### config.mk
export PLATFORM = sky130hd
export DESIGN_NAME = bidir_hs_port
export DESIGN_NICKNAME = d
export VERILOG_FILES = /design/src/rtl/hsp_pkg.sv /design/src/rtl/hsp_bus_decode.sv /design/src/rtl/hsp_out_path.sv /design/src/rtl/hsp_in_path.sv /design/src/rtl/hsp_irq.sv /design/src/rtl/bidir_hs_port.sv
export SDC_FILE = /design/constraint.sdc
export NUM_CORES = 1
export LEC_CHECK = 0
export CAP_MARGIN = 20
export CORE_ASPECT_RATIO = 1.5
export CORE_UTILIZATION = 35
export DETAILED_ROUTE_END_ITERATION = 16
export GPL_TIMING_DRIVEN = 0
export PLACE_DENSITY_LB_ADDON = 0.25
export SLEW_MARGIN = 20
export SYNTH_ARGS = -nofsm -noshare
export SYNTH_HDL_FRONTEND = slang
export SYNTH_SLANG_ARGS = --single-unit
### constraint.sdc
create_clock -name clk -period 1.4 [get_ports clk]
set_input_delay 0.35 -clock clk [delete_from_list [all_inputs] [get_ports clk]]
set_output_delay 0.35 -clock clk [all_outputs]
set_load 0.005 [all_outputs]
### src/rtl/hsp_pkg.sv
// Shared types for the bidirectional handshake port.
package hsp_pkg;
    typedef enum logic {SRC_OUT = 1'b0, SRC_IN = 1'b1} irq_src_e;
endpackage

### src/rtl/hsp_bus_decode.sv
// CPU bus decode: qualifies data/control accesses, detects their first
// cycle, holds the interrupt enable bits and muxes read data.
// Assumes all CPU inputs are synchronous to clk.
module hsp_bus_decode #(
    parameter int DW = 8
) (
    input  logic          clk,
    input  logic          rst_n,
    input  logic          mode,
    input  logic          cpu_rd,
    input  logic          cpu_wr,
    input  logic          cpu_ce,
    input  logic          cpu_dsel,
    input  logic          cpu_iorq,
    input  logic [1:0]    ctl_wbits,
    input  logic [DW-1:0] in_data,
    output logic          data_wr_lead,
    output logic          data_rd_lead,
    output logic          en_out,
    output logic          en_in,
    output logic [DW-1:0] cpu_rdata
);
    logic sel_any, d_rd, d_wr, c_rd, c_wr;
    logic d_rd_q, d_wr_q, c_wr_q;

    assign sel_any = cpu_ce & cpu_iorq;
    assign d_rd    = sel_any & cpu_rd &  cpu_dsel;
    assign d_wr    = sel_any & cpu_wr &  cpu_dsel;
    assign c_rd    = sel_any & cpu_rd & ~cpu_dsel;
    assign c_wr    = sel_any & cpu_wr & ~cpu_dsel;

    assign data_wr_lead = d_wr & ~d_wr_q & mode;
    assign data_rd_lead = d_rd & ~d_rd_q & mode;

    // Remember last-cycle access terms for leading-edge detection.
    always_ff @(posedge clk) begin
        if (!rst_n) begin
            d_rd_q <= 1'b0;
            d_wr_q <= 1'b0;
            c_wr_q <= 1'b0;
        end else begin
            d_rd_q <= d_rd;
            d_wr_q <= d_wr;
            c_wr_q <= c_wr;
        end
    end

    // Interrupt enable bits, written once per control write.
    always_ff @(posedge clk) begin
        if (!rst_n) begin
            en_out <= 1'b0;
            en_in  <= 1'b0;
        end else if (c_wr && !c_wr_q) begin
            en_out <= ctl_wbits[0];
            en_in  <= ctl_wbits[1];
        end
    end

    // Read data mux: input register only for a fully qualified data read.
    always_comb begin
        cpu_rdata = '0;
        if (d_rd)
            cpu_rdata = in_data;
        else if (c_rd)
            cpu_rdata = {{(DW-2){1'b0}}, en_in, en_out};
    end

    a_r8_ctl_write: assert property (@(posedge clk) disable iff (!rst_n)
        (c_wr && !c_wr_q) |=> (en_out == $past(ctl_wbits[0]) && en_in == $past(ctl_wbits[1])));
endmodule

### src/rtl/hsp_out_path.sv
// Output direction: output latch, output-ready state and pin drive control.
// Assumes out_stb_n is synchronous to clk. Pins are driven only while the
// peripheral holds the strobe low; its rising edge completes the transfer.
module hsp_out_path #(
    parameter int DW = 8
) (
    input  logic          clk,
    input  logic          rst_n,
    input  logic          mode,
    input  logic          wr_lead,
    input  logic [DW-1:0] wdata,
    input  logic          out_stb_n,
    output logic          out_rdy,
    output logic [DW-1:0] pd_out,
    output logic          pd_oe,
    output logic          out_done
);
    logic          stb_q, stb_rise, full;
    logic [DW-1:0] latch_q;

    assign stb_rise = out_stb_n & ~stb_q & mode;
    assign out_done = stb_rise & full;
    assign out_rdy  = full & mode;
    assign pd_oe    = mode & ~out_stb_n;
    assign pd_out   = latch_q;

    // Track previous strobe level for rise detection.
    always_ff @(posedge clk) begin
        if (!rst_n) stb_q <= 1'b1;
        else        stb_q <= out_stb_n;
    end

    // Output latch loads on every qualified data write.
    always_ff @(posedge clk) begin
        if (!rst_n)       latch_q <= '0;
        else if (wr_lead) latch_q <= wdata;
    end

    // Full flag: set by a write, cleared by a completing strobe; write wins.
    always_ff @(posedge clk) begin
        if (!rst_n)        full <= 1'b0;
        else if (wr_lead)  full <= 1'b1;
        else if (stb_rise) full <= 1'b0;
    end

    a_r2_write_sets_full: assert property (@(posedge clk) disable iff (!rst_n)
        wr_lead |=> full);
    a_r4_rise_clears_full: assert property (@(posedge clk) disable iff (!rst_n)
        (stb_rise && full && !wr_lead) |=> !full);
    a_r10_idle_no_drive: assert property (@(posedge clk) disable iff (!rst_n)
        !mode |-> (!pd_oe && !out_rdy));
endmodule

### src/rtl/hsp_in_path.sv
// Input direction: input register, acceptance of a strobe and the ready
// line with its post-read low gap of GAP cycles.
// Assumes in_stb_n is synchronous to clk.
module hsp_in_path #(
    parameter int DW  = 8,
    parameter int GAP = 2
) (
    input  logic          clk,
    input  logic          rst_n,
    input  logic          mode,
    input  logic          rd_lead,
    input  logic          in_stb_n,
    input  logic [DW-1:0] pd_in,
    output logic          in_rdy,
    output logic [DW-1:0] in_data,
    output logic          in_done
);
    localparam int GW = (GAP < 1) ? 1 : $clog2(GAP + 1);

    logic          stb_q, fall, rise, accept, full, loading;
    logic [GW-1:0] gap_q;
    logic [DW-1:0] reg_q;

    assign fall    = ~in_stb_n &  stb_q & mode;
    assign rise    =  in_stb_n & ~stb_q & mode;
    assign in_rdy  = mode & ~full & (gap_q == '0);
    assign loading = ~in_stb_n & mode & (accept | (fall & in_rdy));
    assign in_done = rise & accept;
    assign in_data = reg_q;

    // Track previous strobe level for edge detection.
    always_ff @(posedge clk) begin
        if (!rst_n) stb_q <= 1'b1;
        else        stb_q <= in_stb_n;
    end

    // A strobe is accepted only if ready was high when it fell.
    always_ff @(posedge clk) begin
        if (!rst_n)    accept <= 1'b0;
        else if (fall) accept <= in_rdy;
        else if (rise) accept <= 1'b0;
    end

    // Input register follows the pins during an accepted strobe.
    always_ff @(posedge clk) begin
        if (!rst_n)       reg_q <= '0;
        else if (loading) reg_q <= pd_in;
    end

    // Full flag: set on completion, cleared by a CPU read; completion wins.
    always_ff @(posedge clk) begin
        if (!rst_n)       full <= 1'b0;
        else if (in_done) full <= 1'b1;
        else if (rd_lead) full <= 1'b0;
    end

    // Ready low gap counter started by every data read.
    always_ff @(posedge clk) begin
        if (!rst_n)             gap_q <= '0;
        else if (rd_lead)       gap_q <= GW'(GAP);
        else if (gap_q != '0)   gap_q <= gap_q - 1'b1;
    end

    a_r7_read_drops_rdy: assert property (@(posedge clk) disable iff (!rst_n)
        rd_lead |=> !in_rdy);
    a_r5_reject_keeps_full: assert property (@(posedge clk) disable iff (!rst_n)
        (rise && !accept && !rd_lead) |=> $stable(full));
    a_r5_done_drops_rdy: assert property (@(posedge clk) disable iff (!rst_n)
        in_done |=> !in_rdy);
endmodule

### src/rtl/hsp_irq.sv
// Interrupt pending flags, enable masking and source priority (input first).
// Acknowledge clears only the source currently reported.
module hsp_irq
    import hsp_pkg::*;
(
    input  logic clk,
    input  logic rst_n,
    input  logic in_done,
    input  logic out_done,
    input  logic en_in,
    input  logic en_out,
    input  logic irq_ack,
    output logic irq,
    output logic irq_src
);
    logic     pend_in, pend_out, act_in, act_out, ack_in, ack_out;
    irq_src_e src;

    assign act_in  = pend_in  & en_in;
    assign act_out = pend_out & en_out;
    assign irq     = act_in | act_out;
    assign src     = act_in ? SRC_IN : SRC_OUT;
    assign irq_src = (src == SRC_IN);
    assign ack_in  = irq_ack & act_in;
    assign ack_out = irq_ack & ~act_in & act_out;

    // Pending flags: a new completion outranks an acknowledge.
    always_ff @(posedge clk) begin
        if (!rst_n) begin
            pend_in  <= 1'b0;
            pend_out <= 1'b0;
        end else begin
            if (in_done)      pend_in  <= 1'b1;
            else if (ack_in)  pend_in  <= 1'b0;
            if (out_done)     pend_out <= 1'b1;
            else if (ack_out) pend_out <= 1'b0;
        end
    end

    a_r9_ack_keeps_out: assert property (@(posedge clk) disable iff (!rst_n)
        (irq_ack && act_in && act_out) |=> pend_out);
    a_r9_ack_clears_in: assert property (@(posedge clk) disable iff (!rst_n)
        (ack_in && !in_done) |=> !pend_in);
    a_r8_done_sets_pend: assert property (@(posedge clk) disable iff (!rst_n)
        out_done |=> pend_out);
endmodule

### src/rtl/bidir_hs_port.sv
// Top of the bidirectional handshake parallel port. Connects the CPU bus
// decode, both transfer directions and interrupt generation.
// Assumes a single clock domain for CPU and peripheral signals.
module bidir_hs_port #(
    parameter int DW      = 8,
    parameter int RDY_GAP = 2
) (
    input  logic          clk,
    input  logic          rst_n,
    input  logic          mode_bidir,
    input  logic          cpu_rd,
    input  logic          cpu_wr,
    input  logic          cpu_ce,
    input  logic          cpu_dsel,
    input  logic          cpu_iorq,
    input  logic [DW-1:0] cpu_wdata,
    output logic [DW-1:0] cpu_rdata,
    input  logic [DW-1:0] pd_in,
    output logic [DW-1:0] pd_out,
    output logic          pd_oe,
    input  logic          out_stb_n,
    output logic          out_rdy,
    input  logic          in_stb_n,
    output logic          in_rdy,
    output logic          irq,
    output logic          irq_src,
    input  logic          irq_ack
);
    logic          wr_lead, rd_lead, en_out, en_in, out_done, in_done;
    logic [DW-1:0] in_data;

    hsp_bus_decode #(.DW(DW)) u_dec (
        .clk(clk), .rst_n(rst_n), .mode(mode_bidir),
        .cpu_rd(cpu_rd), .cpu_wr(cpu_wr), .cpu_ce(cpu_ce),
        .cpu_dsel(cpu_dsel), .cpu_iorq(cpu_iorq),
        .ctl_wbits(cpu_wdata[1:0]), .in_data(in_data),
        .data_wr_lead(wr_lead), .data_rd_lead(rd_lead),
        .en_out(en_out), .en_in(en_in), .cpu_rdata(cpu_rdata)
    );

    hsp_out_path #(.DW(DW)) u_out (
        .clk(clk), .rst_n(rst_n), .mode(mode_bidir),
        .wr_lead(wr_lead), .wdata(cpu_wdata), .out_stb_n(out_stb_n),
        .out_rdy(out_rdy), .pd_out(pd_out), .pd_oe(pd_oe),
        .out_done(out_done)
    );

    hsp_in_path #(.DW(DW), .GAP(RDY_GAP)) u_in (
        .clk(clk), .rst_n(rst_n), .mode(mode_bidir),
        .rd_lead(rd_lead), .in_stb_n(in_stb_n), .pd_in(pd_in),
        .in_rdy(in_rdy), .in_data(in_data), .in_done(in_done)
    );

    hsp_irq u_irq (
        .clk(clk), .rst_n(rst_n), .in_done(in_done), .out_done(out_done),
        .en_in(en_in), .en_out(en_out), .irq_ack(irq_ack),
        .irq(irq), .irq_src(irq_src)
    );

    a_r3_pins_released: assert property (@(posedge clk) disable iff (!rst_n)
        out_stb_n |-> !pd_oe);
endmodule

; ---- Word-level counts from Yosys, hierarchy flattened
; Index checks and enable logic that the tools add are counted.
[classes]
eq_ne = 0
div = 0
order_cmp = 0
n_shift = 0
n_bitwise = 43
n_mul = 0
add_sub_neg = 1
mux = 15
n_reduce_logical = 11
[op_table]
columns = op, count
row1 = bitwise AND 1 bit, 31
row2 = nonzero test 2 bit, 7
row3 = two-way mux 1 bit, 11
row4 = NOT 1 bit, 10
row5 = two-way mux 8 bit, 1
row6 = two-way mux 2 bit, 3
row7 = zero test 2 bit, 1
row8 = bitwise OR 1 bit, 2
row9 = OR reduction 2 bit, 1
row10 = "subtractor 2 x 1 -> 2 bit, second input constant", 1
row11 = logical AND 1 bit, 1
row12 = zero test 1 bit, 1
[word_totals]
latchBits = 0
inputBits = 27
regBits = 30
word_cells = 86
memories = 0
ram_bits = 0
romBits = 0

; ---- Depth between registers and ports, before layout
; Gate-level depths: netlist (run 1).
[logic_depth]
word_depth = 7
depth_mapped = 5

; ---- By module
; From an unflattened synthesis (run 1), not the netlist that was laid out.
[hier_totals]
cells_unflattened = 133
area_unflattened_um2 = 1337.5
[by_module_without_submodules]
columns = mod, area_each_um2, instances, cells_per_inst
row1 = hsp_in_path, 544.3, 1, 54
row2 = hsp_out_path, 402.9, 1, 34
row3 = hsp_bus_decode, 302.8, 1, 34
row4 = hsp_irq, 87.6, 1, 11

; ---- Worst setup path after synthesis (run 1)
; OpenSTA, ideal clock, no wires.
[synth_timing]
path_type = in2out
start = input cpu_rd
end = output cpu_rdata[2]
path_stages = 3
setup_slack_ns = 0.222
arrival_ns = 0.828
t_required_ns = 1.050
path_cell_list = nand3_1 -> nor2_1 -> and2_1
[synth_between]
elab_chain_len = 3
[synth_rtl]
columns = item, line
row1 = "start, declared", bidir_hs_port.sv:11  ; input logic cpu_rd,
row2 = bitwise AND 1 bit (2 in a row), hsp_bus_decode.sv:27  ; assign d_rd = sel_any & cpu_rd & cpu_dsel;
row3 = two-way mux 8 bit, hsp_bus_decode.sv:62  ; if (d_rd)
row4 = "end, declared", bidir_hs_port.sv:17  ; output logic [DW-1:0] cpu_rdata,
; Every way passes these cells.

; ---- Worst setup path in the final report (run 1)
[layout_timing]
start = register u_in.gap_q[0]
end = output in_rdy
[layout_between]
elab_chain_len = 2
[layout_rtl]
columns = item, line
row1 = "start, declared", hsp_in_path.sv:21  ; logic [GW-1:0] gap_q;
row2 = "start signal, assigned", hsp_in_path.sv:60  ; else if (rd_lead) gap_q <= GW'(GAP);
row3 = "start signal, assigned", hsp_in_path.sv:61  ; else if (gap_q != '0) gap_q <= gap_q - 1'b1;
row4 = zero test 2 bit, hsp_in_path.sv:26  ; assign in_rdy = mode & ~full & (gap_q == '0);
row5 = bitwise AND 1 bit, hsp_in_path.sv:26
row6 = "end, declared", bidir_hs_port.sv:24  ; output logic in_rdy,
; Every way passes these cells.

==> reports/metrics.yaml, run 1 <==
grt_pass1_vias: 1436
cts_tree: "built"
hold_viol: 0
synth_nets: 183
holdPathEnd: "u_out.stb_q$_SDFF_PN1_"
worstSetupEndpointType: "output port"
ctsHoldBuffers: 0
antenna_cells: 0
dr_total_vias: 1415
die-area_um2: 4399
regToRegEndpoint: "u_in.in_data[5]$_SDFFE_PN0P_"
synth_top_area_share_pct: 41.52
insertion_delay_ns: 0.29
outcome: "finished with violations"
rsz0062_at_grt: "yes"
rows: 28
r2r_setup_slack_ns: 0.10
slew_headroom_pct: 72.93
synth_simple_gate_area_share_pct: 28.29
via_per_inst: 5.280
wl_met2_um: 2151
final_cells: 268
yosysTopAreaCell: "dfxtp_1"
overflow: 0
routed_wl_um: 3974
ys_types: 27
clk_pin_slew_ns: 0.07
cp_max_fo: 4
hold_class: "in -> reg"
synth_compound_area_share_pct: 13.67
grt_max_degree: 11
final_max_slew_viol_count: 0
grt_pass1_wl_um: 6492
synthArstFlopShare_pct: 0
io_buffers: 46
top_layer_used: "met4"
clockRootBuffer: "clkbuf_8"
setup-violations-final: 2
die_x_um: 54.49
final_cell_mix: "nand2_1, dfxtp_1, clkdlybuf4s50_1"
layout-drive-gt1-share_pct: 29.60
ir_drop_uv: 720.2
hold_start: "rst_n"
fin_util_pct: 55.28
die_h_um: 80.73
coreArea_um2: 3959
fin_ws_ns: -0.03466
drt-wirelength-per-cell_um: 14.83
dp_hpwl_um: 2808
critPathLaunchType: "register"
dpl.cell_count: 247
routabilityCongestion: 0.7170
critical_path_class: "reg -> out"
nets: 249
grt_use_total_pct: 20.42
skew_ns: 0.005606
pin_count: 48
hold_depth: 2
period_needed_ns: 1.435
start_util_pct: 36.54
synth_area_leaders: "dfxtp_1, nand2_1, mux2i_1"
power_uw: 1905
ys_warn_count: 0
r2r-start: "u_in.gap_q[1]$_SDFFE_PN0P_"
area_delta_synth_final_pct: 51.30
clkSinkCount: 30
synth.yosys.seq_area_share_pct: 41.52
max_freq_mhz: 697.0
drt-met1-wl_um: 1500
ys.flop_type: "dfxtp_1"
wl_met3_um: 263
syn_inst: 156
antenna_found_initial: 0
min_period_over_period_pct: 102.5
rr_worst_depth: 5
ant_nets: 0
synth_fa_ha_area_share_pct: 0
arrival_ns: 1.08
dr.pass1.iters: 4
drcViolationCount: 0
synth_top_family_by_area: "simple AND/OR/NAND/NOR gates"
final_common_cell: "nand2_1"
cts_buffer_depth: 2
drt-initial-drc-count: 16
violations: "setup timing"
cts_buffers: 5
p_leak_uw: 0.0009464
cts.htree.levels: 2
drv_cap: 0
synth-edff-count: 0
ys_seq_elements: 30
tightest_slew_ns: 0.4029
synth.area.mux_share_pct: 8.304
synthXorXnorAreaFrac_pct: 0
synthesis.area_um2: 1446
worstPathRequired_ns: 1.05
power_density_nw_per_um2: 870.6
place_ws_ns: -1.055
syn_avg_cell_area_um2: 9.272
## worst max-delay path, cell delays in order, from the launching register on
cell and delay, ns:
dfxtp_4 0.36, nor3_4 0.18, and2_1 0.15, buf_2 0.11
## cell families after synthesis
| family | Yosys count |
|---|---|
| flops | 30 |
| buf+inv | 13 |
| compound gates | 25 |
| simple gates | 76 |
| mux | 12 |
## metrics by stage
step                instance area (um^2)  hold slack (ns)   TNS, ns
floorplan                           1446           0.4511         0
global route                        2188           0.2802   -0.1499
detailed placement                  1963           0.4483    -18.34
finish                              2188           0.2733  -0.05622
global placement                    1963           0.4425    -17.66
CTS                                 2171           0.2745  -0.09652
## cell type report
class	instances	area (um^2)
Sequential cell	30	616.8
Timing Repair Buffer	59	523.0
Buffer	11	117.6
Clock inverter	1	5.005
Multi-Input combinational cell	113	775.7
Fill cell	389	1770
Tap cell	45	56.30
Clock buffer	7	86.33
Inverter	2	7.507
## metal layers
metal / global-route usage, % / up-vias
met5: 0 / -
met1: 21.08 / 662
met4: 6.923 / 0
li1: - / 691
met3: 5.056 / 5
met2: 37.93 / 57
## worst max-delay path by stage
stage / end / startpoint
after CTS: cpu_rdata[7] / cpu_rd
after global routing: in_rdy / u_in.gap_q[0]$_SDFFE_PP0P_
after global placement: cpu_rdata[7] / cpu_dsel
after detailed placement: cpu_rdata[7] / cpu_dsel
final: in_rdy / u_in.gap_q[0]$_SDFFE_PP0P_
after floorplan: cpu_rdata[2] / cpu_rd
## what timing repair did
item                                   CTS  global route
gates cloned                             0             0
resized for setup                       96            13
endpoints found under the hold margin    0             0
setup endpoints to repair               40            20
pin swaps                               11             6
setup buffers                           13             2
## cells in the mapped netlist (all sizes together), types with 3 or more instances
cell and n:
buf 6, and2 11, nor3 4, o2111ai 8, mux2i 12, nor2 3
nor2b 3, clkbuf 5, nand3b 8, o21ai 3, o221ai 8, nand2 33
o21a 3, nand3 4, dfxtp 30
## power by group
part           internal [uW]  switching [uW]  total (uW)
Combinational            157             113         269
Sequential               879            25.9         905
Clock                    396             335         731
Total                   1430             474        1910
Note: power is estimated with default switching activity, not from simulation.
==> run 2: changes to the inputs <==
--- a/config.mk
+++ b/config.mk
@@ -11,6 +11,7 @@
 export DETAILED_ROUTE_END_ITERATION = 16
 export GPL_TIMING_DRIVEN = 0
 export PLACE_DENSITY_LB_ADDON = 0.25
+export SKIP_CTS_REPAIR_TIMING = 1
 export SLEW_MARGIN = 20
 export SYNTH_ARGS = -nofsm -noshare
 export SYNTH_HDL_FRONTEND = slang
==> run 2 against run 1 <==
  * The run still ends with setup timing left
  * Sequential power barely moved
  * Non-clock buffer count fell by 1
  * Clock skew fell by 0.0023 ns
  * Global-route usage fell by 1.5 points
  * Via count fell by 0.21%
  * Critical path depth rose by 5
==> reports/metrics.yaml, run 2 (synthesized netlist as in run 1, its figures left out) <==
outcome: "finished with violations"
violations: "setup timing"
fin_ws_ns: -0.1499  # -0.1153 ns
clk_pin_slew_ns: 0.06  # about the same
skew_ns: 0.003262  # -0.002344 ns
critPathMostFrequentCell: "buf_6"
hold_start: "rst_n"
critPathLaunchType: "primary input"
nets: 248  # -0.40%
antenna_cells: 0  # unchanged
antenna_found_initial: 0  # unchanged
area_delta_synth_final_pct: 55.62
tightest_slew_ns: 0.3877  # -0.01525 ns
regToRegEndpoint: "u_in.in_data[5]$_SDFFE_PN0P_"
drcViolationCount: 0  # unchanged
cpMaxStageDelayCell: "nor2_4"
drv_cap: 0  # unchanged
period_needed_ns: 1.550  # +0.1153 ns
path_buf_inv: 5  # +4
cts_buffer_depth: 2  # unchanged
drt-wirelength-per-cell_um: 15.28  # +3.1%
final_common_cell: "nand2_1"
grt_max_degree: 11  # unchanged
via_per_inst: 5.288  # +0.16%
path_delay_family: "buffers and inverters"
routabilityCongestion: 0.7170  # unchanged
seq_area_um2: 615.6  # -0.20%
r2r_setup_slack_ns: 0.11  # about the same
arrival_ns: 1.20  # +0.12 ns
critical_path_class: "in -> out"
hold_class: "in -> reg"
r2r-start: "u_in.gap_q[1]$_SDFFE_PN0P_"
cp_max_fo: 5  # +1
grt_pass1_wl_um: 6003  # -7.5%
hold_depth: 2  # unchanged
grt_use_total_pct: 18.97  # -1.5 points
dr.pass1.iters: 6  # +2
whs_ns: 0.2780  # +0.004702 ns
min_period_over_period_pct: 110.7  # +8.2 points
clockRootBuffer: "clkbuf_8"
io_buffers: 46  # unchanged
dr_total_vias: 1412  # -0.21%
power_density_nw_per_um2: 845.3  # -2.9%
crit_chain: "buf_8 -> nand3_4 -> nor2_4 -> buf_6 -> buf_6 -> buf_6 -> and2_4 -> buf_6"
fill_cells: 376  # -3.3%
ant_nets: 0  # unchanged
worstSetupEndpointType: "output port"
die-area_um2: 4399  # unchanged
overflow: 0  # unchanged
final_max_slew_viol_count: 0  # unchanged
start_util_pct: 36.54  # unchanged
die_h_um: 80.73  # unchanged
rsz0062_at_grt: "yes"
grt_pass1_vias: 1306  # -9.1%
routed_wl_um: 4081  # +2.7%
dp_hpwl_um: 2808  # unchanged
final_cell_mix: "nand2_1, dfxtp_1, clkdlybuf4s50_1"
holdPathEnd: "u_out.stb_q$_SDFF_PN1_"
clkSinkCount: 30  # unchanged
cts.htree.levels: 2  # unchanged
multiInputGateArea_um2: 770.7  # -0.65%
rr_worst_depth: 4  # -1
slew_headroom_pct: 73.96  # +1.0 points
ir_drop_uv: 722.6  # +0.34%
slowest_delay_ns: 0.19  # -0.17 ns
p_leak_uw: 0.001150  # +22%
hold_viol: 0  # unchanged
cts_buffers: 5  # unchanged
cts_tree: "built"
pin_count: 48  # unchanged
insertion_delay_ns: 0.28  # about the same
coreArea_um2: 3959  # unchanged
layout-drive-gt1-share_pct: 27.03  # -2.6 points
fin_util_pct: 56.86  # +1.6 points
setup-violations-final: 5  # +3
die_x_um: 54.49  # unchanged
drt-initial-drc-count: 30  # +14
max_freq_mhz: 645.2  # -7.4%
worstPathRequired_ns: 1.05  # about the same
rows: 28  # unchanged
## run 2: area by class of cell
| cell class | count | share of cell area [%] |
|---|---|---|
| multi-input cells | 113 | 34.24 |
| clock buffers | 7 | 3.835 |
| clock inverters | 1 | 0.2223 |
| plain buffers | 11 | 5.058 |
| repair buffers | 58 | 26.46 |
| flip-flops and latches | 30 | 27.35 |
| inverters | 2 | 0.3335 |
| well taps | 45 | 2.501 |
## run 2: how the worst max path moves through the flow
stage / start / end / slack (ns) / cells past startpoint
after floorplan: cpu_rd / cpu_rdata[2] / 0.22 / 3
after global placement: cpu_dsel / cpu_rdata[7] / -0.98 / 5
after detailed placement: cpu_dsel / cpu_rdata[7] / -1.06 / 5
after CTS: cpu_dsel / cpu_rdata[7] / -1.06 / 5
after global routing: cpu_iorq / cpu_rdata[5] / -0.21 / 8
final: cpu_iorq / cpu_rdata[5] / -0.15 / 8
## run 2: through the flow
stage          setup slack, ns  setup TNS (ns)  total power [uW]  area, um^2  instances
3_5_place_dp            -1.055          -18.34              1174        1963        247
3_3_place_gp           -0.9838          -17.66              1166        1963        247
6_report               -0.1499         -0.3961              1903        2251        267
4_1_cts                 -1.063          -13.04              1886        2054        255
5_1_grt                -0.2084         -0.8442              1979        2251        267
2_1_floorplan           0.2221               0              1042        1446        156
## run 2: layer usage
metal / share of wire, % / global-route usage (%) / vias up
met2: 53 / 34.02 / 54
met4: 2.4 / 6.923 / 0
li1: - / - / 687
met1: 38 / 20.16 / 661
met5: 0 / 0 / -
met3: 6.9 / 5.243 / 10
## run 2: report_power, final
group          internal [uW]  switching (uW)
registers                879            26.2
logic                    161             116
clock network            396             325
total                   1440             467
==> run 3: changes to the inputs <==
--- a/config.mk
+++ b/config.mk
@@ -10,6 +10,7 @@
 export CORE_UTILIZATION = 35
 export DETAILED_ROUTE_END_ITERATION = 16
 export GPL_TIMING_DRIVEN = 0
+export MAX_ROUTING_LAYER = met4
 export PLACE_DENSITY_LB_ADDON = 0.25
 export SKIP_CTS_REPAIR_TIMING = 1
 export SLEW_MARGIN = 20
==> run 3 against run 2 <==
  * The flow still finishes with violations (setup timing)
  * Via count is the same
  * Maximum frequency is essentially flat
  * First-iteration DRC count down 10%
  * Critical endpoint unchanged
==> reports/metrics.yaml, run 3 (synthesized netlist as in run 1, its figures left out) <==
place_ws_ns: -1.055  # unchanged
pin_count: 48  # unchanged
drt-wirelength-per-cell_um: 15.19  # -0.59%
arrival_ns: 1.20  # about the same
power_uw: 1903  # about the same
overflow: 0  # unchanged
clk_pin_slew_ns: 0.06  # about the same
grt_pass1_wl_um: 6016  # +0.22%
final_cells: 267  # unchanged
grt_max_degree: 11  # unchanged
die_x_um: 54.49  # unchanged
tns_ns: -0.3920  # +0.004134 ns
hold_viol: 0  # unchanged
layout-drive-gt1-share_pct: 27.03  # unchanged
antenna_cells: 0  # unchanged
start_util_pct: 36.54  # unchanged
placed_cell_area_um2: 1963  # unchanged
netSwitchingPower_uw: 467.2  # +0.12%
rows: 28  # unchanged
rsz0062_at_grt: "yes"
drcViolationCount: 0  # unchanged
via_per_inst: 5.288  # unchanged
final_cell_area_um2: 2251  # unchanged
final_max_slew_viol_count: 0  # unchanged
r2r_setup_slack_ns: 0.11  # about the same
hold_start: "rst_n"
fin_ws_ns: -0.1486  # +0.001306 ns
insertion_delay_ns: 0.28  # about the same
critical_path_class: "in -> out"
drt-initial-drc-count: 27  # -10%
power_density_nw_per_um2: 845.6  # about the same
clkPwrFrac_pct: 37.9  # about the same
ir_drop_uv: 723.0  # about the same
coreArea_um2: 3959  # unchanged
violations: "setup timing"
p_leak_uw: 0.001150  # unchanged
critPathMostFrequentCell: "buf_6"
cts_buffers: 5  # unchanged
slew_headroom_pct: 73.96  # unchanged
power_frac_seq_pct: 47.6  # about the same
p_int_uw: 1436  # about the same
crit_chain: "buf_8 -> nand3_4 -> nor2_4 -> buf_6 -> buf_6 -> buf_6 -> and2_4 -> buf_6"
path_buf_inv: 5  # unchanged
holdPathEnd: "u_out.stb_q$_SDFF_PN1_"
grt_use_total_pct: 19.53  # +0.56 points
dpl.cell_count: 247  # unchanged
p_comb_share_pct: 14.5  # about the same
regToRegEndpoint: "u_in.in_data[5]$_SDFFE_PN0P_"
dp_hpwl_um: 2808  # unchanged
cp_max_fo: 5  # unchanged
outcome: "finished with violations"
cts.htree.levels: 2  # unchanged
ant_nets: 0  # unchanged
clkSinkCount: 30  # unchanged
critPathLaunchType: "primary input"
path_delay_family: "buffers and inverters"
drv_cap: 0  # unchanged
area_delta_synth_final_pct: 55.62  # unchanged
clockRootBuffer: "clkbuf_8"
skew_ns: 0.003253  # -0.000008860 ns
min_period_over_period_pct: 110.6  # about the same
period_needed_ns: 1.549  # -0.001306 ns
final_cell_mix: "nand2_1, dfxtp_1, clkdlybuf4s50_1"
max_freq_mhz: 645.7  # about the same
dr.pass1.iters: 4  # -2
switching_share_pct: 24.54  # about the same
cpMaxStageDelayCell: "nor2_4"
hold_depth: 2  # unchanged
die_h_um: 80.73  # unchanged
io_buffers: 46  # unchanged
nets: 248  # unchanged
routed_wl_um: 4057  # -0.59%
final_common_cell: "nand2_1"
antenna_found_initial: 0  # unchanged
hold_class: "in -> reg"
slowest_delay_ns: 0.19  # about the same
die-area_um2: 4399  # unchanged
worstSetupEndpointType: "output port"
cts_buffer_depth: 2  # unchanged
grt_pass1_vias: 1305  # -0.077%
dr_total_vias: 1412  # unchanged
tightest_slew_ns: 0.3877  # unchanged
cts_tree: "built"
routabilityCongestion: 0.7254  # +1.2%
rr_worst_depth: 4  # unchanged
setup-violations-final: 5  # unchanged
worstPathRequired_ns: 1.05  # about the same
r2r-start: "u_in.gap_q[1]$_SDFFE_PN0P_"
## run 3: worst max path at each step
stage | startpoint | endpoint | slack, ns | cells after the start
after global placement | cpu_dsel | cpu_rdata[7] | -0.98 | 5
after CTS | cpu_dsel | cpu_rdata[7] | -1.06 | 5
after global routing | cpu_iorq | cpu_rdata[5] | -0.21 | 8
after detailed placement | cpu_dsel | cpu_rdata[7] | -1.06 | 5
final | cpu_iorq | cpu_rdata[5] | -0.15 | 8
after floorplan | cpu_rd | cpu_rdata[2] | 0.22 | 3
## run 3: layer usage
layer | vias to the layer above | GRT usage (%) | wire length, um
met2 | 58 | 34.02 | 2147
met5 | - | - | 0
met4 | 0 | 6.923 | 95
met3 | 10 | 5.243 | 279
met1 | 657 | 20.27 | 1534
li1 | 687 | - | -
## run 3: metrics by stage
stage	utilization, %	hold slack, ns
final	56.86	0.2759
after global routing	56.86	0.2803
after CTS	51.90	0.2745
after detailed placement	49.59	0.4483
after global placement	49.59	0.4425
after floorplan	-	0.4511
## run 3: power groups by stage
stage	clock [uW]	sequential, uW	combinational [uW]
2_1_floorplan	0	916	126
3_3_place_gp	0	922	244
3_5_place_dp	0	924	249
4_1_cts	729	906	251
5_1_grt	775	908	298
6_report	721	906	277
## run 3: final cells by class
class / instances / area (um^2)
repair buffers: 58 / 595.6
multi-input cells: 113 / 770.7
inverters: 2 / 7.507
plain buffers: 11 / 113.9
flip-flops and latches: 30 / 615.6
fillers: 376 / 1708
clock buffers: 7 / 86.33
well taps: 45 / 56.30
clock inverters: 1 / 5.005
## run 3: worst reg2reg max path, cell delays in order, from the launching register on
cell and delay [ns]:
dfxtp_4 0.37, nor4b_4 0.41, buf_6 0.20, o2111ai_1 0.14, o221ai_1 0.10
